## src/rtl/sd_init_pkg.sv

```systemverilog
package sd_init_pkg;

   typedef enum logic [3:0] {
      ST_OFF, ST_WAKE, ST_RST, ST_IFC,
      ST_V1_APP, ST_V1_OP, ST_V2_APP, ST_V2_OP,
      ST_FB_APP, ST_FB_OP, ST_OCR
   } step_e;

   typedef enum logic [1:0] {
      PH_REST, PH_WAIT, PH_TAIL, PH_TAIL_WAIT
   } phase_e;

   localparam logic [7:0] R1_IDLE  = 8'h01;
   localparam logic [7:0] R1_READY = 8'h00;
   localparam int         R1_ILL_BIT = 2;
   localparam int         OCR_CAP_BIT = 30;

   typedef struct packed {
      logic        is_cmd;
      logic [5:0]  index;
      logic [31:0] arg;
      logic [7:0]  crc;
      logic        long_rsp;
   } cmd_t;

   function automatic cmd_t cmd_for(step_e s);
      case (s)
         ST_RST:                         return '{1'b1, 6'd0,  32'd0,         8'h95, 1'b0};
         ST_IFC:                         return '{1'b1, 6'd8,  32'h0000_01AA, 8'h87, 1'b1};
         ST_V1_APP, ST_V2_APP, ST_FB_APP: return '{1'b1, 6'd55, 32'd0,         8'hFF, 1'b0};
         ST_V1_OP, ST_FB_OP:             return '{1'b1, 6'd41, 32'd0,         8'hFF, 1'b0};
         ST_V2_OP:                       return '{1'b1, 6'd41, 32'h4000_0000, 8'hFF, 1'b0};
         ST_OCR:                         return '{1'b1, 6'd58, 32'd0,         8'hFF, 1'b1};
         default:                        return '{1'b0, 6'd0,  32'd0,         8'hFF, 1'b0};
      endcase
   endfunction

endpackage

```

## src/rtl/sd_init_retry.sv

```systemverilog
module sd_init_retry #(
   parameter int LIMIT = 100
) (
   input  logic clk,
   input  logic rst_n,
   input  logic clr,
   input  logic inc,
   output logic last
);

   if (LIMIT < 1) begin : g_bad_limit
      $error("sd_init_retry: LIMIT must be at least 1");
   end

   if (LIMIT == 1) begin : g_single
      logic unused_ctl;
      assign unused_ctl = clr ^ inc;
      assign last = 1'b1;
   end else begin : g_count
      localparam int W = $clog2(LIMIT);
      localparam logic [W-1:0] MAXV = W'(LIMIT - 1);
      logic [W-1:0] cnt;

      always_ff @(posedge clk or negedge rst_n) begin
         if (!rst_n)            cnt <= '0;
         else if (clr)          cnt <= '0;
         else if (inc && !last) cnt <= cnt + 1'b1;
      end

      assign last = (cnt == MAXV);
   end

   // the sequencer never asks for another try once the limit is reached
   p_no_wrap_r4: assert property (@(posedge clk) disable iff (!rst_n)
      (inc && !clr) |-> !last);

endmodule

```

## src/rtl/sd_init_txn.sv

```systemverilog
module sd_init_txn
   import sd_init_pkg::*;
(
   input  logic        clk,
   input  logic        rst_n,
   input  logic        go,
   input  logic        go_cmd,
   input  logic        rsp_valid,
   input  logic [7:0]  rsp_r1,
   input  logic [31:0] rsp_payload,
   output logic        ready,
   output logic        req_fire,
   output logic        in_tail,
   output logic        fin,
   output logic [7:0]  r1_q,
   output logic [31:0] payload_q
);

   phase_e phase;
   logic   is_cmd_q;

   always_ff @(posedge clk or negedge rst_n) begin
      if (!rst_n) begin
         phase     <= PH_REST;
         is_cmd_q  <= 1'b0;
         r1_q      <= 8'hFF;
         payload_q <= '0;
      end else begin
         unique case (phase)
            PH_REST: if (go) begin
               is_cmd_q <= go_cmd;
               phase    <= PH_WAIT;
            end
            PH_WAIT: if (rsp_valid) begin
               if (is_cmd_q) begin
                  r1_q      <= rsp_r1;
                  payload_q <= rsp_payload;
                  phase     <= PH_TAIL;
               end else begin
                  phase <= PH_REST;
               end
            end
            PH_TAIL:      phase <= PH_TAIL_WAIT;
            PH_TAIL_WAIT: if (rsp_valid) phase <= PH_REST;
            default:      phase <= PH_REST;
         endcase
      end
   end

   assign ready    = (phase == PH_REST);
   assign req_fire = ((phase == PH_REST) && go) || (phase == PH_TAIL);
   assign in_tail  = (phase == PH_TAIL);
   assign fin      = rsp_valid && (((phase == PH_WAIT) && !is_cmd_q) || (phase == PH_TAIL_WAIT));

   // a command reply is always followed by the one-byte trailer request
   p_tail_after_cmd_r3: assert property (@(posedge clk) disable iff (!rst_n)
      (phase == PH_WAIT && is_cmd_q && rsp_valid) |=> (req_fire && in_tail));

endmodule

```

## src/rtl/sd_init_seq.sv

```systemverilog
module sd_init_seq
   import sd_init_pkg::*;
#(
   parameter int WAKE_BYTES = 80,
   parameter int IDLE_TRIES = 100,
   parameter int SEQ_TRIES  = 128,
   localparam int CNT_W     = $clog2(WAKE_BYTES + 1)
) (
   input  logic             clk,
   input  logic             rst_n,
   input  logic             start,
   output logic             done,
   output logic             error,
   output logic             high_cap,
   output logic             req_valid,
   output logic             req_is_cmd,
   output logic [5:0]       req_index,
   output logic [31:0]      req_arg,
   output logic [7:0]       req_crc,
   output logic             req_long,
   output logic [CNT_W-1:0] req_idle_bytes,
   input  logic             rsp_valid,
   input  logic [7:0]       rsp_r1,
   input  logic [31:0]      rsp_payload
);

   if (WAKE_BYTES < 1) begin : g_bad_wake
      $error("sd_init_seq: WAKE_BYTES must be at least 1");
   end
   if (IDLE_TRIES < 1) begin : g_bad_idle
      $error("sd_init_seq: IDLE_TRIES must be at least 1");
   end
   if (SEQ_TRIES < 1) begin : g_bad_seq
      $error("sd_init_seq: SEQ_TRIES must be at least 1");
   end

   step_e       step, step_n;
   logic        done_n, err_n, hc_n;
   logic        in_clr, in_inc, in_last;
   logic        out_clr, out_inc, out_last;
   logic        bad;
   logic        txn_ready, txn_tail, fin;
   logic [7:0]  r1;
   logic [31:0] payload_q;
   cmd_t        cmd;

   assign cmd = cmd_for(step);

   sd_init_txn u_txn (
      .clk, .rst_n,
      .go          (step != ST_OFF && txn_ready),
      .go_cmd      (cmd.is_cmd),
      .rsp_valid, .rsp_r1, .rsp_payload,
      .ready       (txn_ready),
      .req_fire    (req_valid),
      .in_tail     (txn_tail),
      .fin,
      .r1_q        (r1),
      .payload_q
   );

   sd_init_retry #(.LIMIT(IDLE_TRIES)) u_inner (
      .clk, .rst_n, .clr(in_clr), .inc(in_inc), .last(in_last));

   sd_init_retry #(.LIMIT(SEQ_TRIES)) u_outer (
      .clk, .rst_n, .clr(out_clr), .inc(out_inc), .last(out_last));

   logic unused_payload;
   assign unused_payload = ^{payload_q[31], payload_q[29:0]};

   assign req_is_cmd     = txn_tail ? 1'b0 : cmd.is_cmd;
   assign req_index      = cmd.index;
   assign req_arg        = cmd.arg;
   assign req_crc        = cmd.crc;
   assign req_long       = cmd.long_rsp;
   assign req_idle_bytes = txn_tail ? CNT_W'(1) :
                           (step == ST_WAKE) ? CNT_W'(WAKE_BYTES) : '0;

   always_comb begin
      step_n  = step;
      done_n  = done;
      err_n   = error;
      hc_n    = high_cap;
      in_clr  = 1'b0;
      in_inc  = 1'b0;
      out_clr = 1'b0;
      out_inc = 1'b0;
      bad     = 1'b0;
      if (step == ST_OFF) begin
         if (start) begin
            step_n  = ST_WAKE;
            done_n  = 1'b0;
            err_n   = 1'b0;
            hc_n    = 1'b0;
            in_clr  = 1'b1;
            out_clr = 1'b1;
         end
      end else if (fin) begin
         unique case (step)
            ST_WAKE: step_n = ST_RST;
            ST_RST: begin
               if (r1 == R1_IDLE) begin
                  step_n = ST_IFC;
               end else if (in_last) bad = 1'b1;
               else in_inc = 1'b1;
            end
            ST_IFC: begin
               in_clr = 1'b1;
               if (r1[R1_ILL_BIT])     step_n = ST_V1_APP;
               else if (r1 == R1_IDLE) step_n = ST_V2_APP;
               else                    bad = 1'b1;
            end
            ST_V1_APP: step_n = ST_V1_OP;
            ST_V1_OP: begin
               if (r1 == R1_IDLE) begin
                  if (in_last) bad = 1'b1;
                  else begin in_inc = 1'b1; step_n = ST_V1_APP; end
               end else begin
                  step_n = ST_OFF;
                  done_n = 1'b1;
                  hc_n   = 1'b0;
               end
            end
            ST_V2_APP: step_n = ST_V2_OP;
            ST_V2_OP: begin
               if (r1 == R1_IDLE) begin
                  if (in_last) bad = 1'b1;
                  else begin in_inc = 1'b1; step_n = ST_V2_APP; end
               end else if (r1[R1_ILL_BIT]) begin
                  in_clr = 1'b1;
                  step_n = ST_FB_APP;
               end else step_n = ST_OCR;
            end
            ST_FB_APP: begin
               if (r1 != R1_IDLE) bad = 1'b1;
               else               step_n = ST_FB_OP;
            end
            ST_FB_OP: begin
               if (r1 == R1_IDLE) begin
                  if (in_last) bad = 1'b1;
                  else begin in_inc = 1'b1; step_n = ST_FB_APP; end
               end else step_n = ST_OCR;
            end
            ST_OCR: begin
               if (r1 == R1_READY) begin
                  step_n = ST_OFF;
                  done_n = 1'b1;
                  hc_n   = payload_q[OCR_CAP_BIT];
               end else bad = 1'b1;
            end
            default: step_n = ST_OFF;
         endcase
         if (bad) begin
            in_clr = 1'b1;
            in_inc = 1'b0;
            if (out_last) begin
               step_n = ST_OFF;
               err_n  = 1'b1;
            end else begin
               out_inc = 1'b1;
               step_n  = ST_RST;
            end
         end
      end
   end

   always_ff @(posedge clk or negedge rst_n) begin
      if (!rst_n) begin
         step     <= ST_OFF;
         done     <= 1'b0;
         error    <= 1'b0;
         high_cap <= 1'b0;
      end else begin
         step     <= step_n;
         done     <= done_n;
         error    <= err_n;
         high_cap <= hc_n;
      end
   end

   // requests are single-cycle pulses
   p_req_pulse_r3: assert property (@(posedge clk) disable iff (!rst_n)
      req_valid |=> !req_valid);

   // a finished or failed sequence makes no requests
   p_off_quiet_r10: assert property (@(posedge clk) disable iff (!rst_n)
      (step == ST_OFF) |-> !req_valid);

   // success and failure are exclusive
   p_flags_excl_r11: assert property (@(posedge clk) disable iff (!rst_n)
      !(done && error));

   // capacity flag is only reported with success
   p_cap_with_done_r9: assert property (@(posedge clk) disable iff (!rst_n)
      high_cap |-> done);

   // completion is always triggered by an engine reply
   p_done_on_rsp_r11: assert property (@(posedge clk) disable iff (!rst_n)
      $rose(done) |-> $past(rsp_valid));

endmodule

```

## config.mk

```make
export PLATFORM = sky130hd
export DESIGN_NAME = sd_init_seq
export DESIGN_NICKNAME = d
export VERILOG_FILES = /design/src/rtl/sd_init_pkg.sv /design/src/rtl/sd_init_retry.sv /design/src/rtl/sd_init_txn.sv /design/src/rtl/sd_init_seq.sv
export SDC_FILE = /design/constraint.sdc
export NUM_CORES = 1
export LEC_CHECK = 0
export BUFFER_PORTS_ARGS = -buffer_cell sky130_fd_sc_hd__buf_2
export CAP_MARGIN = 0
export CORE_MARGIN = 2
export CORE_UTILIZATION = 48
export DETAILED_ROUTE_END_ITERATION = 16
export GPL_TIMING_DRIVEN = 0
export PLACE_DENSITY_LB_ADDON = 0.05
export SLEW_MARGIN = 10
export SYNTH_ARGS = -nofsm -noshare
export SYNTH_HDL_FRONTEND = slang
export SYNTH_SLANG_ARGS = --single-unit
export TNS_END_PERCENT = 1
```

## constraint.sdc

```tcl
create_clock -name clk -period 3.3 [get_ports clk]
set_input_delay 0.165 -clock clk [delete_from_list [all_inputs] [get_ports clk]]
set_output_delay 0.165 -clock clk [all_outputs]
set_load 0.05 [all_outputs]
```

==> flow_summary.json, run 1 <==
{
  "status": "finished clean",
  "drv_cap": 0,
  "grt_pass1_vias": 1860,
  "clkSlewWorstSetupHoldPaths_ns": 0.07,
  "timing.hold.worst.start": "rsp_r1[7]",
  "cp_data_arrival_time_ns": 3.14,
  "r2r_setup_slack_ns": 0.37,
  "tns_ns": 0,
  "tightestPinTransition_ns": 0.724,
  "relSlewSlack": 0.518,
  "drive_above_1_share": 0.340,
  "remaining_drc_errors": 0,
  "avgSynthCellArea_sq_um": 8.94,
  "rr_startpoint": "step[0]",
  "cts_setup_buffers": 0,
  "placed_cells": 408,
  "skew_ns": 0.00519,
  "vias": 2077,
  "grt_pass1_wl_um": 8580,
  "clockBufferDepth": 2,
  "yosysWarnings": 0,
  "dieArea_sq_mm": 0.00565,
  "via_per_inst": 4.98,
  "mostFrequentLayoutCell": "buf_4",
  "fmax_mhz": 341,
  "synth_top_area_share": 0.257,
  "dp_slack_ns": 0.391,
  "hold_depth": 2,
  "ys_seq_area_frac": 0.344,
  "fin_crit_ns": 2.93,
  "io_buffers": 38,
  "final_cell_mix": "42 x buf_4, 40 x buf_2, 33 x conb_1",
  "synth-async-reset-ratio": 1.00,
  "area_growth_pct": 19.9,
  "cts_root_buffer": "clkbuf_8",
  "cts_tree": "done",
  "drt_pass1_iterations": 4,
  "antenna_found_initial": 0,
  "core_area_sq_mm": 0.00482,
  "clock_latency_ns": 0.28,
  "cp_top_family": "simple AND/OR/NAND/NOR gates",
  "rows": 25,
  "critPathCaptureType": "register",
  "synth_top_cells_by_area": "dfrtp_1 26%, buf_4 13%, dfstp_2 8.6%",
  "synth-main-ff-cell": "dfrtp_1",
  "power_leakage_nw": 1.45,
  "setup_slack_ns": 0.368,
  "setup_viol": 0,
  "hp-class": "in -> reg",
  "crit_buf_inv": 3,
  "crit_path_max_fanout": 9,
  "path_cells": "inv_1 -> ha_1 -> buf_2 -> nor3b_4 -> and2_1 -> clkbuf_1 -> nor2_1 -> a41o_2 -> or4b_1 -> o21ai_1",
  "drtAntennaViolNets": 0,
  "slew_violations": 0,
  "slowest_stage": "or4b_1",
  "r2r-end": "step[3]",
  "cts_sinks": 33,
  "total_power_mw": 2.73,
  "final_core_util": 0.605,
  "overflow": 0,
  "fp.dieW_um": 75.2,
  "final_cell_count_no_fill": 417,
  "fillers": 470,
  "syn_area_sq_mm": 0.00243,
  "hpwl_um": 3840,
  "synth_seq_cells": 33,
  "powerDensity_mw_per_mm2": 935,
  "peakVddDrop_mv": 0.896,
  "cp-start-kind": "register",
  "start_util": 0.505,
  "synth_cell_types": 57,
  "cts_made_buffers": 5,
  "antenna_cells": 0,
  "synth_edf_count": 0,
  "cts_max_level": 2,
  "hold_end": "u_txn.r1_q[7]",
  "wl_per_cell_um": 12.1,
  "crit_required_ns": 3.51,
  "synth_area_leader_cell": "dfrtp_1",
  "ios": 103,
  "wl_um": 5060,
  "post-route-period-util": 0.889,
  "grt_util_all_layers": 0.198,
  "die_h_um": 75.2,
  "hold_viol": 0,
  "cts_hold_buf": 1,
  "grt_max_degree": 34,
  "rr_worst_depth": 10,
  "max_stage_delay_ns": 0.52,
  "nets": 400,
  "rsz0062_at_grt": "false",
  "syn_inst": 272,
  "path_class": "reg -> reg",
  "gp_congestion": 0.839,
  "cts_resized": 0,
  "drtIter0Drc": 102
}
## worst max-delay path by stage
| stage | endpoint | slack [ns] | cells past startpoint | start |
|---|---|---|---|---|
| 3_3_place_gp | step[3] | 0.41 | 10 | step[0] |
| 5_1_grt | step[3] | 0.16 | 10 | step[0] |
| 3_5_place_dp | step[3] | 0.39 | 10 | step[0] |
| 2_1_floorplan | req_idle_bytes[6] | 0.33 | 4 | step[3] |
| 4_1_cts | step[3] | 0.39 | 10 | step[0] |
| 6_report | step[3] | 0.37 | 10 | step[0] |
## where the power goes
group / internal [mW] / leakage (nW) / switching [mW]
sequential: 0.556 / 0.420 / 0.124
combinational: 0.551 / 0.981 / 1.21
clock: 0.146 / 0.0450 / 0.141
total: 1.25 / 1.45 / 1.47
## cells in the mapped netlist, drive strengths merged, types with 5 or more instances
cell,instances
dfrtp,25
nor2,23
mux2,9
nor3,6
nor2b,5
a21oi,14
ha,7
nand3,11
or3,8
buf,46
nand4,5
dfstp,8
o21ai,13
mux2i,6
and3,5
nand2,25
inv,5
## stage by stage
| step | area [sq um] | hold WS, ns |
|---|---|---|
| after global placement | 2820 | 0.271 |
| after global routing | 2910 | 0.0992 |
| after detailed placement | 2820 | 0.278 |
| final | 2910 | 0.111 |
| after floorplan | 2550 | -0.131 |
| after CTS | 2910 | 0.103 |
## state kept, by name (all words and copies together) (netlist names), named ones only
signal               flops
error                    1
u_inner.g_count.cnt      7
u_txn.is_cmd_q           1
high_cap                 1
u_txn.payload_q          1
u_txn.r1_q               8
step                     4
u_outer.g_count.cnt      7
u_txn.phase              1
done                     1
## layout make-up
type,count,area (sq um),share of cell area
inverters,5,18.8,0.00644
clock inverters,2,10.0,0.00343
well taps,67,83.8,0.0288
flip-flops and latches,33,836,0.287
plain buffers,50,355,0.122
multi-input cells,215,1340,0.459
clock buffers,6,72.6,0.0249
repair buffers,39,200,0.0687
## routing by layer
metal	global-route usage	up-vias	wire [um]
li1	-	1046	-
met1	0.264	960	2300
met2	0.314	65	2380
met3	0.0616	6	309
met4	0.0546	0	65
met5	0	-	0
## cell families (layout without fill, tap and decap cells)
logic type | after synthesis | count (layout) | synth area share
adder cells (fa/ha/maj) | 7 | 7 | 0.0360
flip-flops | 33 | 33 | 0.344
AO/OA/AOI/OAI | 50 | 50 | 0.143
other | 2 | 33 | 0.00309
buffers and inverters | 55 | 102 | 0.154
AND/OR/NAND/NOR | 105 | 105 | 0.236
multiplexers | 15 | 15 | 0.0664
XOR/XNOR | 5 | 5 | 0.0180
(Power assumes the default switching activity.)
==> run 2: changes to the inputs <==
- CORE_UTILIZATION: 48 -> 44
- clock period: 3.3 -> 2.5 ns (I/O delays scaled with it)
==> run 2 against run 1 <==
Effect of this change:
- via count up 3.6%
- design area up 9.8%
- wire length up 11%
- final cell count up 4.1%
- utilization down 1.3 points
- maximum frequency up 21%
- hold slack worse by 0.046 ns
- sequential cell count unchanged
- sequential share of layout area down 2.5 points
- first-iteration DRC count up 66%
- critical path depth down 3
- largest power group unchanged
==> flow_summary.json, run 2 (synthesized netlist as in run 1, its figures left out) <==
{
  "status": "finished clean",
  "p_sw_mw": 2.11,
  "fp.dieW_um": 78.3,
  "crit_required_ns": 2.71,
  "clock_latency_ns": 0.29,
  "via_per_inst": 4.96,
  "drtAntennaViolNets": 0,
  "area_growth_pct": 31.7,
  "powerDensity_mw_per_mm2": 1290,
  "rows": 27,
  "clkSlewWorstSetupHoldPaths_ns": 0.07,
  "cts_max_level": 2,
  "ios": 103,
  "slowest_stage": "or4b_1",
  "gp_congestion": 0.893,
  "skew_ns": 0.00778,
  "drtIter0Drc": 169,
  "fin_crit_ns": 2.42,
  "holdWs_ns": 0.0655,
  "grt_pass1_vias": 1841,
  "antenna_cells": 0,
  "final_cell_count_no_fill": 434,
  "crit_buf_inv": 0,
  "seqPwrFrac": 0.219,
  "placed_cells": 413,
  "overflow": 0,
  "pwr-share-clk": 0.126,
  "timing.hold.worst.start": "rsp_r1[6]",
  "wl_um": 5610,
  "mostFrequentLayoutCell": "buf_4",
  "final_cell_mix": "54 x buf_4, 39 x buf_2, 33 x conb_1",
  "combPwrFrac": 0.654,
  "cp-start-kind": "register",
  "setup_viol": 0,
  "drt_pass1_iterations": 4,
  "nets": 412,
  "critPathCaptureType": "register",
  "tns_ns": 0,
  "post-route-period-util": 0.968,
  "largestRegisters": "u_txn.r1_q: 8 flops, u_inner.g_count.cnt: 7 flops, u_outer.g_count.cnt: 7 flops",
  "path_cells": "ha_4 -> or3b_4 -> a21oi_4 -> o31ai_4 -> a41o_2 -> or4b_1 -> o21ai_1",
  "total_power_mw": 4.14,
  "core_area_sq_mm": 0.00541,
  "remaining_drc_errors": 0,
  "power_leakage_nw": 1.55,
  "hpwl_um": 3880,
  "cts_tree": "done",
  "setup_slack_ns": 0.0804,
  "io_buffers": 38,
  "slew_violations": 0,
  "cts_made_buffers": 5,
  "dieArea_sq_mm": 0.00614,
  "hold_viol": 0,
  "tightestPinTransition_ns": 0.747,
  "rr_worst_depth": 7,
  "peakVddDrop_mv": 0.916,
  "vias": 2152,
  "r2r_setup_slack_ns": 0.08,
  "design_area_sq_mm": 0.00320,
  "fmax_mhz": 413,
  "path_class": "reg -> reg",
  "largest_reg_flops": 8,
  "antenna_found_initial": 0,
  "cts_root_buffer": "clkbuf_8",
  "start_util": 0.450,
  "r2r-end": "step[3]",
  "die_h_um": 78.3,
  "fillers": 490,
  "post_dp_cell_area_sq_mm": 0.00283,
  "p_int_mw": 2.04,
  "cts_sinks": 33,
  "cp_top_family": "simple AND/OR/NAND/NOR gates",
  "crit_path_max_fanout": 7,
  "hp-class": "in -> reg",
  "cp_data_arrival_time_ns": 2.63,
  "rr_startpoint": "step[0]",
  "relSlewSlack": 0.502,
  "drive_above_1_share": 0.434,
  "dp_slack_ns": -0.424,
  "wl_per_cell_um": 12.9,
  "max_stage_delay_ns": 0.52,
  "switching_share": 0.508,
  "grt_max_degree": 34,
  "top_register": "u_txn.r1_q",
  "clockBufferDepth": 2,
  "final_core_util": 0.592,
  "grt_pass1_wl_um": 8690,
  "grt_util_all_layers": 0.180,
  "drv_cap": 0,
  "hold_depth": 2,
  "hold_end": "u_txn.r1_q[6]"
}
==> run 2: changes by cell type in the layout (fill, tap and decap cells not counted), sizes merged <==
| cell | before | now |
|---|---|---|
| buf | 84 | 97 |
| bufinv | 0 | 1 |
| clkbuf | 10 | 9 |
| clkinv | 2 | 0 |
| o31ai | 4 | 5 |
==> run 2: area by class of cell <==
type	count	area, sq um	share of cell area
Inverter	5	18.8	0.00586
Clock buffer	7	86.3	0.0270
Multi-Input combinational cell	216	1470	0.460
Timing Repair Buffer	51	303	0.0946
Tap cell	72	90.1	0.0281
Buffer	49	362	0.113
Sequential cell	33	838	0.262
Clock inverter	1	30.0	0.00938
==> run 2: metal layers <==
| layer | up-vias | GRT usage | wire length (um) |
|---|---|---|---|
| met5 | - | 0 | 0 |
| met2 | 66 | 0.278 | 2630 |
| met4 | 0 | 0.0825 | 101 |
| met3 | 10 | 0.0368 | 327 |
| met1 | 1010 | 0.243 | 2560 |
| li1 | 1066 | - | - |
==> run 2: worst register-to-register path, cell delays in order, from the launching register on <==
cell and delay (ns):
dfrtp_2 0.44, ha_4 0.20, or3b_4 0.42, a21oi_4 0.22
o31ai_4 0.13, a41o_2 0.28, or4b_1 0.52, o21ai_1 0.13
==> run 2: worst max-delay path by stage <==
stage	start	end	slack [ns]	depth (start not counted)
after floorplan	step[0]	u_outer.g_count.cnt[4]	-0.25	8
after global placement	step[0]	step[3]	-0.41	10
after detailed placement	step[0]	step[3]	-0.42	10
after CTS	step[0]	step[3]	0.01	7
after global routing	step[1]	u_outer.g_count.cnt[4]	-0.02	8
final	step[0]	step[3]	0.08	7
==> run 2: repair_timing <==
action / 4_1_cts / 5_1_grt
gates resized for setup: 12 / 25
hold buffers: 1 / 0
pin swaps: 1 / 7
endpoints found under the setup margin: 16 / 8
endpoints found under the hold margin: 25 / 0
buffers inserted: 6 / 6
gates cloned: 0 / 1
==> run 2: power by group through the flow <==
stage	clock network [mW]	logic (mW)	registers (mW)
2_1_floorplan	0	1.88	0.883
3_3_place_gp	0	2.30	0.905
3_5_place_dp	0	2.32	0.907
4_1_cts	0.536	2.52	0.886
5_1_grt	0.557	2.88	0.930
6_report	0.523	2.71	0.908
==> run 3: changes to the inputs <==
- CORE_UTILIZATION: 44 -> 49
- SYNTH_HIERARCHICAL: not set -> 1
==> run 3 against run 2 <==
Effect of this change:
- the flow now finishes with violations (setup timing)
- final cell count up 5.8%
- sequential share of layout area shrank 2.1 points
- register-to-register slack got worse by 0.54 ns
- largest cell class unchanged
==> flow_summary.json, run 3 <==
{
  "cts_sinks": 33,
  "hpwl_um": 3990,
  "powerDensity_mw_per_mm2": 952,
  "largest_reg_flops": 8,
  "p_int_mw": 1.78,
  "vias": 2201,
  "cp-start-kind": "register",
  "power_leakage_nw": 1.76,
  "hold_viol": 0,
  "nets": 436,
  "hold_depth": 2,
  "rsz0062_at_grt": "true",
  "timing.hold.worst.start": "rsp_r1[6]",
  "avgSynthCellArea_sq_um": 9.27,
  "pwr-share-clk": 0.161,
  "seqPwrFrac": 0.254,
  "antenna_found_initial": 0,
  "clock_latency_ns": 0.29,
  "hp-class": "in -> reg",
  "status": "finished, violations left",
  "cts_tree": "done",
  "top_layer": "met4",
  "fin_crit_ns": 2.96,
  "cts_made_buffers": 5,
  "die_h_um": 78.7,
  "wl_um": 5550,
  "fp.dieW_um": 78.7,
  "violations": "setup timing",
  "top_register": "u_txn/r1_q",
  "drv_cap": 0,
  "r2r_setup_slack_ns": -0.46,
  "syn_area_sq_mm": 0.00273,
  "hold_end": "u_txn/r1_q[6]",
  "design_area_sq_mm": 0.00347,
  "clkSlewWorstSetupHoldPaths_ns": 0.08,
  "slew_violations": 0,
  "drive_above_1_share": 0.468,
  "rr_startpoint": "u_txn/r1_q[6]",
  "largestRegisters": "u_txn/r1_q: 8 flops, u_inner/g_count.cnt: 7 flops, u_outer/g_count.cnt: 7 flops",
  "post_dp_cell_area_sq_mm": 0.00314,
  "peakVddDrop_mv": 0.628,
  "post-route-period-util": 1.18,
  "gp_congestion": 0.855,
  "clockBufferDepth": 2,
  "setup_slack_ns": -0.462,
  "wirelength_met1_um": 2610,
  "dieArea_sq_mm": 0.00619,
  "combPwrFrac": 0.585,
  "setup_viol": 18,
  "relSlewSlack": 0.504,
  "tightestPinTransition_ns": 0.744,
  "drtAntennaViolNets": 0,
  "remaining_drc_errors": 0,
  "rows": 27,
  "area_growth_pct": 26.9,
  "wl_met2_um": 2500,
  "ios": 103,
  "final_cell_mix": "70 x buf_4, 38 x buf_2, 33 x conb_1",
  "syn_inst": 295,
  "cp_data_arrival_time_ns": 3.18,
  "mostFrequentLayoutCell": "buf_4",
  "grt_pass1_vias": 1942,
  "crit_required_ns": 2.72,
  "antenna_cells": 0,
  "fmax_mhz": 338,
  "r2r-end": "u_inner/g_count.cnt[5]",
  "total_power_mw": 3.30,
  "io_buffers": 38,
  "crit_path_max_fanout": 4,
  "yosysWarnings": 6,
  "overflow": 0,
  "p_sw_mw": 1.52,
  "cts_max_level": 2,
  "path_class": "reg -> reg",
  "via_per_inst": 4.80,
  "critPathCaptureType": "register",
  "grt_max_degree": 34,
  "core_area_sq_mm": 0.00544,
  "wl_per_cell_um": 12.1,
  "drt_pass1_iterations": 5,
  "grt_util_all_layers": 0.188,
  "cts_root_buffer": "clkbuf_8",
  "wl_met3_um": 341,
  "grt_pass1_wl_um": 9180,
  "switching_share": 0.460,
  "rr_worst_depth": 10,
  "start_util": 0.503,
  "drtIter0Drc": 102,
  "skew_ns": 0.00899
}
## run 3: repair_timing
| action | CTS | global route |
|---|---|---|
| setup endpoints to repair | 19 | 18 |
| pin swaps | 16 | 4 |
| hold buffers | 1 | 0 |
| endpoints found under the hold margin | 25 | 0 |
| resized for setup | 13 | 10 |
| buffers inserted | 11 | 3 |
## run 3: per-stage QoR
step           std cells  hold slack, ns  setup slack (ns)  setup TNS (ns)   util
6_report             459          0.0669            -0.462           -5.69  0.638
5_1_grt              459          0.0538            -0.591           -8.05  0.638
4_1_cts              456          0.0583            -0.362           -4.10  0.628
3_5_place_dp         436           0.235             -1.03          -12.21  0.577
3_3_place_gp         436           0.248             -1.02          -12.62  0.577
2_1_floorplan        326          -0.171            -0.428           -4.15      -
## run 3: layout make-up
cell class,instances,area [sq um]
Buffer,67,533
Clock buffer,7,86.3
Clock inverter,1,30.0
Fill cell,480,1970
Inverter,16,60.1
Multi-Input combinational cell,210,1530
Sequential cell,33,836
Tap cell,72,90.1
Timing Repair Buffer,53,305
## run 3: routing by layer
layer,vias up,track usage
met1,997,0.257
met4,0,0.0684
met5,-,0
met2,76,0.300
li1,1120,-
met3,8,0.0307
## run 3: worst max-delay path by stage
stage | from | to | slack (ns) | cells after the start
2_1_floorplan | u_txn/r1_q[5] | u_outer/g_count.cnt[0] | -0.43 | 9
3_3_place_gp | u_inner/g_count.cnt[0] | u_outer/g_count.cnt[5] | -1.02 | 12
3_5_place_dp | u_inner/g_count.cnt[0] | u_outer/g_count.cnt[5] | -1.03 | 12
4_1_cts | u_txn/r1_q[6] | u_outer/g_count.cnt[5] | -0.36 | 10
5_1_grt | u_txn/r1_q[6] | u_inner/g_count.cnt[5] | -0.59 | 10
6_report | u_txn/r1_q[6] | u_inner/g_count.cnt[5] | -0.46 | 10
## run 3: power by group through the flow
stage | combinational, mW | sequential [mW] | clock [mW]
2_1_floorplan | 1.56 | 0.815 | 0
3_3_place_gp | 1.83 | 0.841 | 0
3_5_place_dp | 1.85 | 0.845 | 0
4_1_cts | 1.91 | 0.839 | 0.549
5_1_grt | 2.07 | 0.865 | 0.567
6_report | 1.93 | 0.840 | 0.530
## run 3: worst max-delay path: stages (launching register included)
cell,delay [ns]
dfstp_2,0.37
or4_4,0.52
or4_4,0.47
a2111oi_4,0.35
buf_4,0.18
nor2_4,0.04
nor4_2,0.15
buf_4,0.17
nand4_1,0.13
or3_1,0.39
a21oi_2,0.13
